### src/rtl/wdog_pkg.sv
package wdog_pkg;

  localparam logic [11:0] OFS_RELOAD = 12'h000;
  localparam logic [11:0] OFS_COUNT  = 12'h004;
  localparam logic [11:0] OFS_CTRL   = 12'h008;
  localparam logic [11:0] OFS_CLEAR  = 12'h00C;
  localparam logic [11:0] OFS_STATUS = 12'h014;
  localparam logic [11:0] OFS_KEY    = 12'hC00;

  localparam int CTRL_RUN_BIT = 0;
  localparam int CTRL_RST_BIT = 1;
  localparam int CTRL_W       = 2;

  // strobes from the register/control side to the counting datapath
  typedef struct packed {
    logic reloadWr;  // new reload value, load counter at once
    logic clearWr;   // service write: drop interrupt, restart count
    logic runEn;     // counting enabled
    logic rstEn;     // escalation to system reset enabled
  } wdogStrobe_t;

endpackage

### src/rtl/wdog_dp.sv
module wdog_dp
  import wdog_pkg::*;
#(
  parameter int DATA_W = 32
) (
  input  logic              clk,
  input  logic              rstN,
  input  wdogStrobe_t       strobe,
  input  logic [DATA_W-1:0] wrData,
  output logic [DATA_W-1:0] reloadQ,
  output logic [DATA_W-1:0] countQ,
  output logic              pendQ,
  output logic              sysRstQ
);

  localparam logic [DATA_W-1:0] ALL_ONES = '1;
  localparam logic [DATA_W-1:0] ONE      = DATA_W'(1);

  logic              atZero;
  logic              expire;
  logic [DATA_W-1:0] countNext;

  assign atZero = (countQ == '0);
  // an expiry is lost to any same-cycle reload or service write
  assign expire = strobe.runEn && atZero && !strobe.reloadWr && !strobe.clearWr;

  always_comb begin
    countNext = countQ;
    if (strobe.reloadWr) begin
      countNext = wrData;
    end else if (strobe.clearWr) begin
      countNext = reloadQ;
    end else if (strobe.runEn) begin
      countNext = atZero ? reloadQ : (countQ - ONE);
    end
  end

  always_ff @(posedge clk or negedge rstN) begin
    if (!rstN) begin
      reloadQ <= ALL_ONES;
      countQ  <= ALL_ONES;
    end else begin
      if (strobe.reloadWr) reloadQ <= wrData;
      countQ <= countNext;
    end
  end

  always_ff @(posedge clk or negedge rstN) begin
    if (!rstN) begin
      pendQ   <= 1'b0;
      sysRstQ <= 1'b0;
    end else begin
      if (strobe.clearWr) begin
        pendQ <= 1'b0;
      end else if (expire) begin
        pendQ <= 1'b1;
      end
      if (expire && pendQ && strobe.rstEn) sysRstQ <= 1'b1;
    end
  end

endmodule

### src/rtl/wdog_ctrl.sv
module wdog_ctrl
  import wdog_pkg::*;
#(
  parameter int              DATA_W     = 32,
  parameter int              ADDR_W     = 12,
  parameter logic [DATA_W-1:0] UNLOCK_KEY = 32'h1ACCE551
) (
  input  logic              clk,
  input  logic              rstN,
  input  logic              psel,
  input  logic              penable,
  input  logic              pwrite,
  input  logic [ADDR_W-1:0] paddr,
  input  logic [DATA_W-1:0] pwdata,
  input  logic [DATA_W-1:0] reloadVal,
  input  logic [DATA_W-1:0] countVal,
  input  logic              pendVal,
  output wdogStrobe_t       strobe,
  output logic [DATA_W-1:0] prdata,
  output logic [CTRL_W-1:0] ctrlQ,
  output logic              lockedQ,
  output logic              irqOut
);

  localparam logic [ADDR_W-1:0] A_RELOAD = ADDR_W'(OFS_RELOAD);
  localparam logic [ADDR_W-1:0] A_COUNT  = ADDR_W'(OFS_COUNT);
  localparam logic [ADDR_W-1:0] A_CTRL   = ADDR_W'(OFS_CTRL);
  localparam logic [ADDR_W-1:0] A_CLEAR  = ADDR_W'(OFS_CLEAR);
  localparam logic [ADDR_W-1:0] A_STATUS = ADDR_W'(OFS_STATUS);
  localparam logic [ADDR_W-1:0] A_KEY    = ADDR_W'(OFS_KEY);

  logic busWr;
  logic openWr;
  logic irqMasked;

  assign busWr  = psel && penable && pwrite;
  assign openWr = busWr && !lockedQ;

  always_ff @(posedge clk or negedge rstN) begin
    if (!rstN) begin
      lockedQ <= 1'b0;
      ctrlQ   <= '0;
    end else begin
      if (busWr && (paddr == A_KEY)) lockedQ <= (pwdata != UNLOCK_KEY);
      if (openWr && (paddr == A_CTRL)) ctrlQ <= pwdata[CTRL_W-1:0];
    end
  end

  always_comb begin
    strobe          = '0;
    strobe.reloadWr = openWr && (paddr == A_RELOAD);
    strobe.clearWr  = openWr && (paddr == A_CLEAR);
    strobe.runEn    = ctrlQ[CTRL_RUN_BIT];
    strobe.rstEn    = ctrlQ[CTRL_RST_BIT];
  end

  assign irqMasked = pendVal && ctrlQ[CTRL_RUN_BIT];
  assign irqOut    = irqMasked;

  always_comb begin
    prdata = '0;
    if (psel && !pwrite) begin
      case (paddr)
        A_RELOAD: prdata = reloadVal;
        A_COUNT:  prdata = countVal;
        A_CTRL:   prdata = DATA_W'(ctrlQ);
        A_STATUS: prdata = DATA_W'(irqMasked);
        A_KEY:    prdata = DATA_W'(lockedQ);
        default:  prdata = '0;
      endcase
    end
  end

endmodule

### src/rtl/wdog_apb.sv
module wdog_apb
  import wdog_pkg::*;
#(
  parameter int                DATA_W     = 32,
  parameter int                ADDR_W     = 12,
  parameter logic [DATA_W-1:0] UNLOCK_KEY = 32'h1ACCE551
) (
  input  logic              clk,
  input  logic              rstN,
  input  logic              psel,
  input  logic              penable,
  input  logic              pwrite,
  input  logic [ADDR_W-1:0] paddr,
  input  logic [DATA_W-1:0] pwdata,
  output logic [DATA_W-1:0] prdata,
  output logic              pready,
  output logic              irqOut,
  output logic              sysRstOut
);

  wdogStrobe_t       strobe;
  logic [DATA_W-1:0] reloadQ;
  logic [DATA_W-1:0] countQ;
  logic              pendQ;
  logic [CTRL_W-1:0] ctrlQ;
  logic              lockedQ;

  wdog_ctrl #(
    .DATA_W    (DATA_W),
    .ADDR_W    (ADDR_W),
    .UNLOCK_KEY(UNLOCK_KEY)
  ) ctrl_i (
    .clk      (clk),
    .rstN     (rstN),
    .psel     (psel),
    .penable  (penable),
    .pwrite   (pwrite),
    .paddr    (paddr),
    .pwdata   (pwdata),
    .reloadVal(reloadQ),
    .countVal (countQ),
    .pendVal  (pendQ),
    .strobe   (strobe),
    .prdata   (prdata),
    .ctrlQ    (ctrlQ),
    .lockedQ  (lockedQ),
    .irqOut   (irqOut)
  );

  wdog_dp #(
    .DATA_W(DATA_W)
  ) dp_i (
    .clk    (clk),
    .rstN   (rstN),
    .strobe (strobe),
    .wrData (pwdata),
    .reloadQ(reloadQ),
    .countQ (countQ),
    .pendQ  (pendQ),
    .sysRstQ(sysRstOut)
  );

  assign pready = 1'b1;

endmodule

### config.mk
export PLATFORM = sky130hd
export DESIGN_NAME = wdog_apb
export DESIGN_NICKNAME = d
export VERILOG_FILES = /design/src/rtl/wdog_pkg.sv /design/src/rtl/wdog_dp.sv /design/src/rtl/wdog_ctrl.sv /design/src/rtl/wdog_apb.sv
export SDC_FILE = /design/constraint.sdc
export NUM_CORES = 1
export LEC_CHECK = 0
export ABC_AREA = 1
export BUFFER_PORTS_ARGS = -buffer_cell sky130_fd_sc_hd__buf_2
export CAP_MARGIN = 20
export CORE_AREA = 2 2 100 102
export CTS_CLUSTER_DIAMETER = 50
export CTS_CLUSTER_SIZE = 14
export DETAILED_ROUTE_END_ITERATION = 16
export DIE_AREA = 0 0 102 104
export GPL_TIMING_DRIVEN = 1
export PLACE_DENSITY = 0.88
export SYNTH_ARGS = -nofsm -noshare
export SYNTH_HDL_FRONTEND = slang
export SYNTH_SLANG_ARGS = --single-unit
### constraint.sdc
create_clock -name clk -period 2.37 [get_ports clk]
set_input_delay 0.1185 -clock clk [delete_from_list [all_inputs] [get_ports clk]]
set_output_delay 0.1185 -clock clk [all_outputs]
set_load 0.02 [all_outputs]
==> run summary, run 1 <==
Rows - 36
Initial antenna violation count - 0
Vias in the first global route - 5417
Slowest-stage cell, CP - dfstp_2
Synth Area per Inst - 6.308 sq um
Post-Synthesis Net Count - 899
Worst R2R Start - dp_i.countQ[0]
Synth unique cells - 37
DR vias - 5823
RD Place Congestion - 0.9548
Final WS setup - 0.2595 ns
Post-CTS sizing - 0
Mapped Cells - 848
Crit. Startpoint - dp_i.countQ[0]
Final WL - 15320 um
R2r endpoint - dp_i.countQ[22]
Stages on worst setup path - 11
Die Area - 10610 sq um
Clock Sinks - 69
Final period util - 0.8905
Crit path kind - reg2reg
Post-Syn Area - 5349 sq um
Post-DR vias/cell - 5.442
Fillers - 906
Worst-path cell chain - inv_1 > ha_1 > nand2_1 > nor2_1 > nand2_2 > inv_1 > nand2_2 > nand3_2 > nor2_1 > nor2_1 > nor2_1
Ranking of synthesized cells by area - dfstp_2 (31%), nand2_1 (21%), nor2_1 (9.3%)
P_leak - 3.193 nW
Residual DRC - 0
Setup violations, final - 0
Post-route ant nets - 0
CTS tree - done
Share of post-route cells with drive strength above 1 - 0.2423
Core area - 9549 sq um
Tot Pwr - 3.525 mW
DP HPWL - 11330 um
Crit-path max FO - 14
Worst Path Buf+Inv - 2
Period minus WS final - 2.110 ns
Worst Path Arrival - 2.40 ns
Clock slew at reported path FFs - 0.08 ns
Dpl cells - 1046
Root Buffer - clkbuf_8
Yosys top cell by area - dfstp_2
Clk_lat worst skew - 0.36 ns
Wire length of the first global-routing pass - 25480 um
H-tree levels - 3
Worst Hold Class - in2reg
Grt ovf - 0
Fin. max-slew vios - 0
Synth Flop Type - dfstp_2
Ys Warns - 0
CP Capture Type - flop
EDFF count, synth - 0
GRT Overall Usage - 0.3023
Post-synth top cells - nand2_1 (294), nor2_1 (133), inv_1 (93), dfstp_2 (64), nand3_1 (57)
Skew final - 0.01205 ns
Critical path's most frequent cell - nor2_1
Cell with the most instances after synthesis - nand2_1
Fin. Hold Viols - 0
Largest net degree at the start of global routing - 41
Asr flop ratio synth - 1.000
Register bit count reported by yosys - 69
Worst reg-to-reg setup slack - 0.26 ns
# diodes - 0
Seq/Total Area, Yosys - 0.3378
Initial DRC count - 575
WL per Instance - 14.32 um
Final nets - 983
CP delay by family, top - simple AND/OR/NAND/NOR gates
Crit path capture - dp_i.countQ[22]
Total CTS buffers - 9
Starting Density - 0.5601
Area delta synth->final - 14.36%
DIE WIDTH - 102 um
Max Cap Viol - 0
Pwr/cell area - 576.2 nW/um^2
Worst r2r path cells - 11
Worst slack, placed - 0.3660 ns
RSZ-0062 raised after global routing - no
Synth top area share - 0.3144
Max clock buf depth - 2
I/O pin cnt - 84
Status - finished, final reports clean
Maximum VDD drop - 0.3468 mV
Slew @ Worst Pin - 0.6983 ns
Required time worst endpoint - 2.66 ns
Slowest stage delay, CP - 0.54 ns
Final non-filler cell total - 1070
Number of port buffers - 82
Achievable clock frequency - 0.4738 GHz
Crit path launch type - flop
Drt pass-1 iters - 6
Die height - 104 um
Sum Neg Setup Slack - 0 ns
Slew margin rel. - 0.5344
[sequential cells by signal, indices dropped and copies added, names as in the netlist]
register / cells
ctrl_i.lockedQ: 1
dp_i.countQ: 32
ctrl_i.ctrlQ: 2
dp_i.reloadQ: 32
dp_i.pendQ: 1
dp_i.sysRstQ: 1
[worst register-to-register path: cells and delay by family, from the launching register on]
| kind | cells | cell delay, ns |
|---|---|---|
| adder cells (fa/ha/maj) | 1 | 0.23 |
| buffers and inverters | 2 | 0.16 |
| flip-flops | 1 | 0.54 |
| AND/OR/NAND/NOR | 8 | 1.12 |
[final cells by class]
class,instances,area (sq um),share of cell area
clock buffer,11,141.4,0.02311
clock inverter,5,36.28,0.005932
inverter,96,360.3,0.05891
multi-input combinational,651,2990,0.4889
sequential,69,1807,0.2954
tap,133,166.4,0.02720
timing repair buffer,105,615.6,0.1006
[report_power, final]
part	total [mW]	leakage [nW]	internal [mW]	switching (mW)
Sequential	1.25	0.720	1.22	0.0332
Clock	0.902	0.0815	0.409	0.494
Combinational	1.37	2.39	0.449	0.924
Total	3.52	3.19	2.07	1.45
[cells in the final DEF (no fill, tap or decap), drive strengths merged, types with 2 or more instances in the layout]
cell         netlist  final
clkbuf             7     11
nor4               2      2
inv               96     96
a21oi             49     49
dfstp             64     64
ha                 2      2
nand4             19     19
o21ai             37     37
clkinv             0      2
buf               25     97
clkinvlp           0      3
dfrtp              5      5
dlygate4sd3        0      8
nand3b             3      3
nor2             151    151
o22ai              3      3
nand3             66     66
nand2            307    307
nor3               4      4
[cell families (layout without fill, tap and decap cells)]
kind of cell / Yosys count / after routing / share of synthesized area
AO/OA/AOI/OAI: 92 / 92 / 0.09263
adder cells (fa/ha/maj): 2 / 2 / 0.004678
other: 1 / 1 / 0.0007011
XOR/XNOR: 1 / 1 / 0.001638
AND/OR/NAND/NOR: 555 / 555 / 0.4587
flip-flops: 69 / 69 / 0.3378
buffers and inverters: 128 / 217 / 0.1039
[routing by layer]
layer / share of wire / GRT usage
met5: 0 / 0
met3: 0.10 / 0.06989
met4: 0.020 / 0.09333
met2: 0.48 / 0.4704
met1: 0.40 / 0.4171
[worst min-delay path by stage]
stage                     startpoint                to  slack [ns]  cells after the start
after global routing      pwdata[11]  dp_i.reloadQ[11]       0.007                      3
final                     pwdata[20]  dp_i.reloadQ[20]      0.0001                      3
after CTS                 pwdata[20]  dp_i.reloadQ[20]     0.00003                      3
after floorplan                 rstN   ctrl_i.ctrlQ[0]       -0.18                      0
after global placement          rstN   ctrl_i.ctrlQ[1]        0.20                      2
after detailed placement        rstN   ctrl_i.ctrlQ[1]        0.20                      2
[through the flow]
stage,utilization,hold slack (ns),area (sq um)
floorplan,-,-0.1771,5349
global placement,0.6136,0.1995,5859
detailed placement,0.6136,0.2010,5859
CTS,0.6395,0.00003308,6107
global route,0.6406,0.007284,6117
finish,0.6406,0.0001185,6117
[repair_timing]
action / CTS / global route
hold buffers: 7 / 1
setup buffers: 0 / 0
endpoints found under the hold margin: 11 / 1
Note: power is estimated with default switching activity, not from simulation.
==> run 2, diff against run 1 <==
--- a/config.mk
+++ b/config.mk
@@ -5,16 +5,16 @@
 export SDC_FILE = /design/constraint.sdc
 export NUM_CORES = 1
 export LEC_CHECK = 0
-export ABC_AREA = 1
 export BUFFER_PORTS_ARGS = -buffer_cell sky130_fd_sc_hd__buf_2
 export CAP_MARGIN = 20
-export CORE_AREA = 2 2 100 102
+export CORE_AREA = 2 2 93 95
 export CTS_CLUSTER_DIAMETER = 50
 export CTS_CLUSTER_SIZE = 14
 export DETAILED_ROUTE_END_ITERATION = 16
-export DIE_AREA = 0 0 102 104
+export DIE_AREA = 0 0 95 97
 export GPL_TIMING_DRIVEN = 1
-export PLACE_DENSITY = 0.88
+export PLACE_DENSITY = 0.89
+export SKIP_LAST_GASP = 1
 export SYNTH_ARGS = -nofsm -noshare
 export SYNTH_HDL_FRONTEND = slang
 export SYNTH_SLANG_ARGS = --single-unit
==> run 2 against run 1 <==
The run now ends with negative setup slack left. Critical path type unchanged. Largest cell class unchanged. Clock skew shrank 0.00072 ns. Critical endpoint is now dp_i.countQ[18]. Global-route usage grew 6.4 points. Critical path depth shrank 4. Combinational power shrank 90%.
==> run summary, run 2 <==
Fin area - 5949 sq um (-2.7%)
Clock slew at reported path FFs - 0.08 ns (about the same)
Root Buffer - clkbuf_8
Status - finished, violations left
Seq/Total Area, Yosys - 0.3948 (+0.05697)
DP HPWL - 11820 um (+4.4%)
Critical path's most frequent cell - or4_4
# diodes - 0 (unchanged)
Top flop regs - dp_i.countQ x32, dp_i.reloadQ x32, ctrl_i.ctrlQ x2
Ranking of synthesized cells by area - dfstp_2 (37%), nand2_1 (9.6%), a22oi_1 (6.1%)
Crit-path max FO - 8 (-6)
Synth Flop Type - dfstp_2
Yosys top cell by area - dfstp_2
Share of post-route cells with drive strength above 1 - 0.3845 (+0.1422)
Rows - 33 (-8.3%)
DIE WIDTH - 95 um (-6.9%)
Final period util - 1.090 (+0.1994)
Pwr/cell area - 365.6 nW/um^2 (-37%)
Clock Sinks - 69 (unchanged)
RD Place Congestion - 1.017 (+6.5%)
Clk_lat worst skew - 0.35 ns (about the same)
Die Area - 9215 sq um (-13%)
Residual DRC - 0 (unchanged)
Synth unique cells - 60 (+62%)
Register bit count reported by yosys - 69 (unchanged)
Area delta synth->final - 29.99%
Commonest non-fill, non-tap cells in the layout - nand2_1 (116), buf_2 (82), buf_4 (74)
Failing checks - negative setup slack
Ys Warns - 0 (unchanged)
Dpl cell area - 5577 sq um (-4.8%)
DR vias - 5292 (-9.1%)
Core area - 8134 sq um (-15%)
Crit path kind - reg2reg
Worst Path Arrival - 2.86 ns (+0.46 ns)
Drt pass-1 iters - 7 (+1)
CP Capture Type - flop
Post-Synthesis Net Count - 617 (-31%)
Worst-path cell chain - or4_4 > or3_4 > or4_4 > buf_6 > o211ai_1 > a21boi_1 > a211o_1
Commonest non-fill, non-tap cell in the layout - nand2_1
Asr flop ratio synth - 1.000 (unchanged)
Post-DR vias/cell - 6.493 (+19%)
Fin. max-slew vios - 0 (unchanged)
Largest net degree at the start of global routing - 37 (-9.8%)
GRT Overall Usage - 0.3666 (+0.06427)
Final nets - 757 (-23%)
Maximum VDD drop - 0.2761 mV (-20%)
Fin. Hold Viols - 0 (unchanged)
Synth top area share - 0.3674 (+0.05303)
Mapped Cells - 566 (-33%)
Starting Density - 0.5627 (+0.002541)
Max clock buf depth - 2 (unchanged)
RSZ-0062 raised after global routing - yes
Grt ovf - 0 (unchanged)
Final WL - 16350 um (+6.7%)
Setup violations, final - 29 (+29)
Synth Area per Inst - 8.086 sq um (+28%)
Slew @ Worst Pin - 0.8429 ns (+0.1445 ns)
Crit path launch type - flop
P_leak - 2.524 nW (-21%)
Post-Syn Area - 4577 sq um (-14%)
Required time worst endpoint - 2.65 ns (about the same)
Initial antenna violation count - 0 (unchanged)
H-tree levels - 3 (unchanged)
Post-route ant nets - 0 (unchanged)
Slew margin rel. - 0.4381 (-0.09630)
Dpl cells - 787 (-25%)
WL per Instance - 20.07 um (+40%)
Slowest-stage cell, CP - or4_4
I/O pin cnt - 84 (unchanged)
Total CTS buffers - 9 (unchanged)
CTS tree - done
Initial DRC count - 516 (-10%)
EDFF count, synth - 0 (unchanged)
Die height - 97 um (-6.7%)
Max Cap Viol - 0 (unchanged)
Number of port buffers - 82 (unchanged)
Period minus WS final - 2.583 ns (+0.4727 ns)
Wire length of the first global-routing pass - 26550 um (+4.2%)
Slowest stage delay, CP - 0.63 ns (+0.09 ns)
Vias in the first global route - 5212 (-3.8%)
Skew final - 0.01133 ns (-0.0007201 ns)
Worst Hold Class - in2reg
Final WS setup - -0.2131 ns (-0.4727 ns)
Final non-filler cell total - 815 (-24%)
Achievable clock frequency - 0.3871 GHz (-18%)
Post-synth top cells - nand2_1 (117), dfstp_2 (64), nor2_1 (62), a22oi_1 (37), clkbuf_1 (35)
Cell with the most instances after synthesis - nand2_1
## run 2: critical path: cells and delay by family, from the launching register on
| kind | cells | cell delay, ns |
|---|---|---|
| simple gates | 3 | 1.51 |
| buf+inv | 1 | 0.18 |
| flops | 1 | 0.37 |
| compound gates | 3 | 0.45 |
## run 2: per-stage QoR
stage	TNS [ns]	util	setup WS (ns)	hold slack, ns	total power, mW
after floorplan	-3.123	-	-0.2200	-0.1771	1.233
final	-4.214	0.7314	-0.2131	0.004810	2.175
after detailed placement	-3.664	0.6856	-0.1993	0.2570	1.333
after CTS	-2.929	0.7236	-0.1667	0.0005442	2.175
after global routing	-5.968	0.7314	-0.2544	0.006197	2.256
after global placement	-2.178	0.6856	-0.1150	0.2399	1.328
## run 2: cell families after synthesis
| family | after synthesis | synth area share |
|---|---|---|
| buffers and inverters | 48 | 0.04429 |
| AND/OR/NAND/NOR | 292 | 0.3097 |
| other | 1 | 0.0008193 |
| flip-flops | 69 | 0.3948 |
| adder cells (fa/ha/maj) | 2 | 0.005467 |
| multiplexers | 4 | 0.009841 |
| XOR/XNOR | 5 | 0.009570 |
| AO/OA/AOI/OAI | 145 | 0.2255 |
## run 2: routing by layer
layer / share of wire / GRT usage
met1: 0.39 / 0.4743
met2: 0.48 / 0.5816
met5: 0 / 0
met4: 0.033 / 0.1561
met3: 0.091 / 0.08801
## run 2: area by class of cell
type                            count  area (sq um)
Clock buffer                       13         148.9
Sequential cell                    69          1807
Multi-Input combinational cell    449          2689
Tap cell                          105         131.4
Clock inverter                      2         10.01
Timing Repair Buffer              171          1141
Fill cell                         630          2185
Inverter                            6         22.52
## run 2: power by group
group          total, mW  internal, mW  switching [mW]
combinational      0.140        0.0601          0.0802
clock              0.847         0.401           0.446
sequential          1.19          1.19         0.00184
## run 2: repair_timing
item,4_1_cts,5_1_grt
pin swaps,8,12
hold endpoints to repair,13,0
setup endpoints to repair,27,33
setup buffers,4,0
hold buffers,9,0
resized for setup,9,17
## run 2: final timing paths
kind,start,to,slack (ns),cells past startpoint
min in group asynchronous,rstN,ctrl_i.lockedQ,0.42,2
max in group asynchronous,rstN,dp_i.reloadQ[24],1.21,3
worst min-delay path,pwdata[8],dp_i.reloadQ[8],0.005,3
worst max register to register,dp_i.countQ[17],dp_i.countQ[18],-0.21,7
worst max-delay path,dp_i.countQ[17],dp_i.countQ[18],-0.21,7
worst min register to register,dp_i.reloadQ[13],dp_i.reloadQ[13],0.47,2
